### src/rtl/flow_pkg.sv
package flow_pkg;
    typedef enum logic [1:0] {
        ST_IDLE   = 2'd0,
        ST_DRAIN  = 2'd1,
        ST_LAUNCH = 2'd2,
        ST_WAIT   = 2'd3
    } fc_state_t;

    localparam int EVT_STOP = 0;
    localparam int EVT_SENT = 1;
    localparam int EVT_N    = 2;

    localparam logic [1:0] SPD_10  = 2'b00;
    localparam logic [1:0] SPD_100 = 2'b01;
endpackage

### src/rtl/pause_tx_fsm.sv
module pause_tx_fsm
    import flow_pkg::*;
(
    input  logic clk,
    input  logic rst_n,
    input  logic pause_set,
    input  logic tx_busy,
    input  logic tx_eof,
    output logic req_o,
    output logic hold_data,
    output logic ctrl_start,
    output logic stop_pulse,
    output logic sent_pulse
);
    fc_state_t state, nxt;
    logic      req_q;

    always_ff @(posedge clk or negedge rst_n) begin
        if (!rst_n) begin
            state <= ST_IDLE;
            req_q <= 1'b0;
        end else begin
            state <= nxt;
            if (pause_set)       req_q <= 1'b1;
            else if (sent_pulse) req_q <= 1'b0;
        end
    end

    always_comb begin
        nxt        = state;
        ctrl_start = 1'b0;
        stop_pulse = 1'b0;
        sent_pulse = 1'b0;
        unique case (state)
            ST_IDLE:   if (req_q) nxt = ST_DRAIN;
            ST_DRAIN:  if (!tx_busy) begin
                           nxt        = ST_LAUNCH;
                           stop_pulse = 1'b1;
                       end
            ST_LAUNCH: begin
                           ctrl_start = 1'b1;
                           nxt        = ST_WAIT;
                       end
            ST_WAIT:   if (tx_eof) begin
                           sent_pulse = 1'b1;
                           nxt        = ST_IDLE;
                       end
            default:   nxt = ST_IDLE;
        endcase
    end

    assign req_o     = req_q;
    assign hold_data = req_q || (state != ST_IDLE);


    stop_idle_chk: assert property (@(posedge clk) disable iff (!rst_n)
        stop_pulse |-> !tx_busy);

    req_clear_chk: assert property (@(posedge clk) disable iff (!rst_n)
        $fell(req_q) |-> $past(tx_eof));
endmodule

### src/rtl/rx_pause_timer.sv
module rx_pause_timer
    import flow_pkg::*;
#(
    parameter int QW      = 16,
    parameter int GIG_CYC = 64
) (
    input  logic          clk,
    input  logic          rst_n,
    input  logic          load,
    input  logic [QW-1:0] quanta,
    input  logic [1:0]    speed,
    output logic          paused
);
    localparam int CYC100 = GIG_CYC * 10;
    localparam int CYC10  = GIG_CYC * 100;
    localparam int SW     = $clog2(CYC10 + 1);

    logic [QW-1:0] q_cnt;
    logic [SW-1:0] sub_cnt;
    logic [SW-1:0] sub_top;

    always_comb begin
        unique case (speed)
            SPD_10:  sub_top = SW'(CYC10 - 1);
            SPD_100: sub_top = SW'(CYC100 - 1);
            default: sub_top = SW'(GIG_CYC - 1);
        endcase
    end

    always_ff @(posedge clk or negedge rst_n) begin
        if (!rst_n) begin
            paused  <= 1'b0;
            q_cnt   <= '0;
            sub_cnt <= '0;
        end else if (load) begin
            paused  <= (quanta != '0);
            q_cnt   <= quanta;
            sub_cnt <= sub_top;
        end else if (paused) begin
            if (sub_cnt == '0) begin
                if (q_cnt == QW'(1)) paused <= 1'b0;
                q_cnt   <= q_cnt - QW'(1);
                sub_cnt <= sub_top;
            end else begin
                sub_cnt <= sub_cnt - SW'(1);
            end
        end
    end


    no_early_end_chk: assert property (@(posedge clk) disable iff (!rst_n)
        (paused && !load && q_cnt > QW'(1)) |=> paused);
endmodule

### src/rtl/evt_sticky.sv
module evt_sticky #(
    parameter int N = 2
) (
    input  logic         clk,
    input  logic         rst_n,
    input  logic [N-1:0] set,
    input  logic [N-1:0] clr,
    output logic [N-1:0] flags
);
    for (genvar i = 0; i < N; i++) begin : g_bit
        always_ff @(posedge clk or negedge rst_n) begin
            if (!rst_n)      flags[i] <= 1'b0;
            else if (set[i]) flags[i] <= 1'b1;
            else if (clr[i]) flags[i] <= 1'b0;
        end


        sticky_set_chk: assert property (@(posedge clk) disable iff (!rst_n)
            (flags[i] && !clr[i]) |=> flags[i]);
    end
endmodule

### src/rtl/tx_flow_ctrl.sv
module tx_flow_ctrl
    import flow_pkg::*;
#(
    parameter int QW      = 16,
    parameter int GIG_CYC = 64
) (
    input  logic          clk,
    input  logic          rst_n,
    input  logic          pause_set,
    input  logic [QW-1:0] ptv_value,
    input  logic          rx_pause_valid,
    input  logic [QW-1:0] rx_pause_quanta,
    input  logic [1:0]    speed_sel,
    input  logic          half_duplex,
    input  logic          bp_enable,
    input  logic          gts_req,
    input  logic          tx_busy,
    input  logic          tx_eof,
    input  logic [1:0]    evt_clr,
    output logic          data_allow,
    output logic          ctrl_start,
    output logic [QW-1:0] ctrl_pause_time,
    output logic          pause_req,
    output logic          rx_paused,
    output logic          carrier_force,
    output logic [1:0]    evt_flags
);
    logic             hold_data;
    logic             stop_pulse;
    logic             sent_pulse;
    logic [EVT_N-1:0] evt_set;

    pause_tx_fsm u_fsm (
        .clk        (clk),
        .rst_n      (rst_n),
        .pause_set  (pause_set),
        .tx_busy    (tx_busy),
        .tx_eof     (tx_eof),
        .req_o      (pause_req),
        .hold_data  (hold_data),
        .ctrl_start (ctrl_start),
        .stop_pulse (stop_pulse),
        .sent_pulse (sent_pulse)
    );

    rx_pause_timer #(.QW(QW), .GIG_CYC(GIG_CYC)) u_timer (
        .clk    (clk),
        .rst_n  (rst_n),
        .load   (rx_pause_valid),
        .quanta (rx_pause_quanta),
        .speed  (speed_sel),
        .paused (rx_paused)
    );

    always_comb begin
        evt_set           = '0;
        evt_set[EVT_STOP] = stop_pulse;
        evt_set[EVT_SENT] = sent_pulse;
    end

    evt_sticky #(.N(EVT_N)) u_evt (
        .clk   (clk),
        .rst_n (rst_n),
        .set   (evt_set),
        .clr   (evt_clr),
        .flags (evt_flags)
    );

    assign ctrl_pause_time = ptv_value;
    assign data_allow      = !hold_data && !rx_paused && !gts_req;
    assign carrier_force   = bp_enable && half_duplex && !speed_sel[1];


    bp_half_chk: assert property (@(posedge clk) disable iff (!rst_n)
        carrier_force |-> (half_duplex && bp_enable));

    ctrl_excl_chk: assert property (@(posedge clk) disable iff (!rst_n)
        ctrl_start |-> !data_allow);
endmodule

### config.mk
export PLATFORM = sky130hd
export DESIGN_NAME = tx_flow_ctrl
export DESIGN_NICKNAME = d
export VERILOG_FILES = /design/src/rtl/flow_pkg.sv /design/src/rtl/pause_tx_fsm.sv /design/src/rtl/rx_pause_timer.sv /design/src/rtl/evt_sticky.sv /design/src/rtl/tx_flow_ctrl.sv
export SDC_FILE = /design/constraint.sdc
export NUM_CORES = 1
export LEC_CHECK = 0
export BUFFER_PORTS_ARGS = -buffer_cell sky130_fd_sc_hd__buf_2
export CORE_ASPECT_RATIO = 0.6
export CORE_UTILIZATION = 47
export DETAILED_ROUTE_END_ITERATION = 8
export PLACE_DENSITY_LB_ADDON = 0.2
export SLEW_MARGIN = 20
export SYNTH_ARGS = -nofsm -noshare
export SYNTH_HDL_FRONTEND = slang
export SYNTH_SLANG_ARGS = --single-unit
### constraint.sdc
create_clock -name clk -period 2.04 [get_ports clk]
set_input_delay 0.408 -clock clk [delete_from_list [all_inputs] [get_ports clk]]
set_output_delay 0.408 -clock clk [all_outputs]
set_load 0.01 [all_outputs]
# Word level (Yosys, flattened, before mapping)
# Cells that the tools add are included.
# word_totals
ff_bits,35
out_inout_bits,23
word_cells,64
in_bits,45
# op_classes
muxes,26
n_eq_ne,8
add_sub_neg,2
n_reduce_logical,21
# op_table
cell,count
$mux 16,3
$mux 13,3
$pmux 13 s2,1
$eq 16x1->1 const B,1
$reduce_bool 16->1,1
$sub 16x1->16 const B,1
$mux 1,15
$logic_not 13->1,1
$sub 13x1->13 const B,1
$reduce_bool 2->1,6
$pmux 2 s4,1
$mux 2,3
$eq 2x1->1 const B,2
$eq 2x2->1 const B,2
$logic_and 1x1->1,4
$logic_not 1->1,4
$logic_not 2->1,2
$ne 2x2->1 const B,2
$reduce_and 3->1,1
$ne 2x1->1 const B,1
$reduce_and 2->1,1
$logic_or 1x1->1,1

# Logic depth before layout (Yosys ltp)
# depth
word_depth,5
ltp_mapped,7
depth_no_buf,6

# Hierarchy
# From an unflattened synthesis, not the netlist that was laid out.
# unflattened
hier_cells,251
hier_area_um2,2351.0
# by_module_without_submodules
module,n_inst,area_per_inst_um2,cells_each
rx_pause_timer,1,1896.8,206
pause_tx_fsm,1,242.7,21
tx_flow_ctrl,1,138.9,18
evt_sticky,1,72.6,6

# Worst setup path before layout
# No wires, ideal clock.
# synth_path
kind,register to register
from,register u_timer.sub_cnt[0]
to,register u_timer.q_cnt[5]
t_arrival_ns,1.936
path_stages_with_launch,7
path_buffers,0
slack_ns,0.022
setup_time_ns,0.082
t_required_ns,1.958
period_less_slack_ns,2.018
path_cell_list,dfrtp_1 > inv_1 > ha_1 > nor3b_1 > nand4_1 > or4_1 > a31oi_1
# synth_between
elab_chain_len,3
# synth_rtl
element,line,rtl
"start, declared",rx_pause_timer.sv:19,logic [SW-1:0] sub_cnt;
"start signal, assigned",rx_pause_timer.sv:38,sub_cnt <= sub_top;
"start signal, assigned",rx_pause_timer.sv:43,sub_cnt <= sub_top;
"start signal, assigned",rx_pause_timer.sv:45,sub_cnt <= sub_cnt - SW'(1);
$logic_not 13->1,rx_pause_timer.sv:40,if (sub_cnt == '0) begin
$reduce_bool 2->1 (no source line),n/a,
$reduce_and 2->1 (no source line),n/a,
"end signal, assigned",rx_pause_timer.sv:37,q_cnt <= quanta;
"end signal, assigned",rx_pause_timer.sv:42,q_cnt <= q_cnt - QW'(1);
"end, declared",rx_pause_timer.sv:18,logic [QW-1:0] q_cnt;
# No other way between the ends.
# A chain may end at the register's enable or synchronous reset.

# Worst setup path after layout
# layout_path
from,register u_timer.sub_cnt[5]
to,register u_timer.paused
# layout_between
elab_chain_len,4
# layout_rtl
element,line,rtl
$logic_not 13->1,rx_pause_timer.sv:40,
$mux 1,rx_pause_timer.sv:40,
$mux 1,rx_pause_timer.sv:39,end else if (paused) begin
$mux 1,rx_pause_timer.sv:35,end else if (load) begin
"end signal, assigned",rx_pause_timer.sv:36,paused <= (quanta != '0);
"end, declared",rx_pause_timer.sv:12,output logic paused
# No other way between the ends.

==> flow_summary.toml <==
[timing]
final.setup.tns_ps = 0
number_of_max_slew_violations_in_the_final_report = 0
timing.final.ws_setup_ps = 44.6
finalWorstPathRequiredPeriod_ps = 2000
min_period_over_period_pct = 97.8
hold_viol = 0
final.setup_skew_ps = 6.40
hold_slack_ps = 155
fmax_ghz = 0.501
transition_time_at_the_pin_with_the_least_slew_margin_ps = 465
maxSlewHeadroom_pct = 69.0
report.final.setup_viol = 0

[die]
total_die_area_um2 = 5250
core_rows = 19
fp.dieW_um = 92.9
core-area_um2 = 4660
initial_core_util_pct = 50.0
height_of_the_die_um = 56.5
ios = 68

[yosys]
syn-instance-count = 259
synth-edff-count = 0
mappedNetlistArea_um2 = 2330
ys_ff_latch = 35
post-synth-top-area-cell = "dfrtp_1"
synth_warnings = 0
synthTopCellsByArea = "dfrtp_1 38%, buf_4 5.2%, ha_1 4.8%"
avgSynthCellArea_um2 = 8.99
synthArstFlopShare_pct = 100
ys_types = 49
syn_nets = 313
synth_flop_cell = "dfrtp_1"
synth_seq_area_share_pct = 37.6
synth_top_cell_area_share_pct = 37.6

[drt]
route.antenna.remaining_nets = 0
vias = 2117
drc = 0
drt_pre_antenna_iters = 5
via_per_inst = 5.77
finalWirelength_um = 5870
initialDrtViolationCount = 149
drt-wirelength-per-cell_um = 16.0

[clock_network]
cts-buffers-inserted = 5
cts_tree = "yes"
clkSinkCount = 35
clock_latency_ps = 280
cts-root-to-sink-buffers = 2
cts_root_buf = "clkbuf_8"
htreeDepth = 2
clkSlewWorstSetupHoldPaths_ps = 80

[cells_and_area]
number_of_nets_in_the_layout = 357
layout-drive-gt1-share_pct = 30.3
final_cell_count_no_fill = 367
antennaDiodeCount = 0
mostFrequentLayoutCell = "buf_2"
layout-area-overhead-vs-synth_pct = 18.6
mostFrequentLayoutCells = "35 x buf_2, 33 x dfrtp_1, 30 x nor2_1, 27 x buf_4, 16 x nand2_1"

[power_and_ir_drop]
cellLeakagePower_nw = 1.15
total_power_density_per_cell_area_nw_per_um2 = 719
power.ir.vdd_worst_uv = 292

[global_routing]
grt_antenna_before_repair = 0
globalRouteTotalUtil_pct = 23.8
grt_overflow_total = 0
pin_count_of_the_biggest_net_entering_global_routing = 36
grt_pass1_wl_um = 9640
first_global_vias = 1864

[worst_setup_path]
r2r.worst_path.cells = 4
worstSetupPathType = "register to register"
crit_path_start = "u_timer.sub_cnt[5]$_DFFE_PN0P_"
rr_startpoint = "u_timer.sub_cnt[5]$_DFFE_PN0P_"
required_time_of_the_critical_path_ps = 2200
data_arrival_time_of_the_critical_path_ps = 2150
r2r_setup_slack_ps = 40
rr_endpoint = "u_timer.paused$_DFF_PN0_"
setup.worst_path.start_class = "register"
crit_end = "u_timer.paused$_DFF_PN0_"
crit_fanout = 4
type_of_element_capturing_the_critical_path = "register"

[placement]
place_inst = 355
post-place-ws_ps = -5.00
detailed_place_hpwl_um = 4420
place_congestion = 0.879
placement.io_buffers = 35

[flow_run]
cap_violations = 0

[status]
status = "finished clean"

[hold_path]
worst_hold_path_type = "input pin to async pin"
-- power by group --
group / total (W) / internal [W] / leakage, nW / switching (W)
Sequential: 0.000863 / 0.000781 / 0.396 / 0.0000811
Combinational: 0.000469 / 0.000213 / 0.690 / 0.000256
Clock: 0.000654 / 0.000396 / 0.0612 / 0.000258
-- layer usage --
metal | global-route usage (%) | vias up | share of wire, %
li1 | - | 1031 | -
met1 | 39.9 | 995 | 52
met2 | 29.9 | 85 | 40
met3 | 5.42 | 6 | 7.5
met4 | 4.62 | 0 | 0.49
met5 | 0 | - | 0
-- Yosys cell counts, drive strengths merged (2+ instances only) --
cell type	count
dfrtp	35
nor2	30
buf	18
or4	18
nand2	16
o21ai	13
inv	12
a31oi	11
nand3	10
ha	9
nor4	9
o31ai	9
a21oi	8
clkbuf	6
nand4	6
nand2b	5
o211ai	5
nor3	4
or3	4
a21o	3
xor2	3
and3	2
mux2	2
mux2i	2
nor2b	2
or2	2
xnor2	2
-- what timing repair did --
item                                    in CTS  in global routing
pin swaps                                    0                  5
buffers inserted                             0                  4
endpoints found under the setup margin       5                 18
hold buffers                                 0                  0
gates resized for setup                      1                 12
-- critical path: stages, from the launching register on --
cell     delay (ps)
dfrtp_2         450
or4_1           560
or4b_4          500
o41ai_1         230
o21ai_0         130
-- layout make-up --
type                       instances  area [um^2]
fill                             425         1900
multi-input combinational        187         1260
sequential                        35          878
timing repair buffer              62          378
clock buffer                       6         82.6
tap                               63         78.8
inverter                          12         45.0
clock inverter                     2         35.0
-- flip-flops by register name (all words and copies together), names as in the netlist --
signal / cells
u_evt.flags: 2
u_timer.paused: 1
u_fsm.req_o: 1
u_fsm.state: 2
u_timer.sub_cnt: 13
u_timer.q_cnt: 16
-- cell families (layout without fill, tap and decap cells) --
logic type,after synthesis,after routing,share of synthesized area [%]
DFF,35,35,37.6
AOI/OAI and AO/OA,58,58,16.3
buffers and inverters,37,82,10.2
and+or+nand+nor,111,111,27.4
adders and majority gates,9,9,4.84
muxes,4,4,1.83
xor gates and xnor gates,5,5,1.88
-- how the worst min path moves through the flow --
stage	end	cells past startpoint
6_report	u_timer.sub_cnt[3]$_DFFE_PN0P_	2
5_1_grt	u_timer.sub_cnt[4]$_DFFE_PN0P_	2
4_1_cts	u_timer.sub_cnt[4]$_DFFE_PN0P_	2
3_5_place_dp	u_timer.sub_cnt[2]$_DFFE_PN0P_	2
3_3_place_gp	u_timer.sub_cnt[2]$_DFFE_PN0P_	2
2_1_floorplan	u_evt.flags[0]$_DFFE_PN0P_	0
-- stage by stage --
step	cell area, um^2	power (W)	utilization (%)
finish	2760	0.00199	59.3
detailed placement	2560	0.00133	55.0
CTS	2690	0.00198	57.7
global placement	2560	0.00131	55.0
floorplan	2330	0.00118	-
global route	2760	0.00211	59.3
No activity file was read; power rests on OpenSTA's default activity.
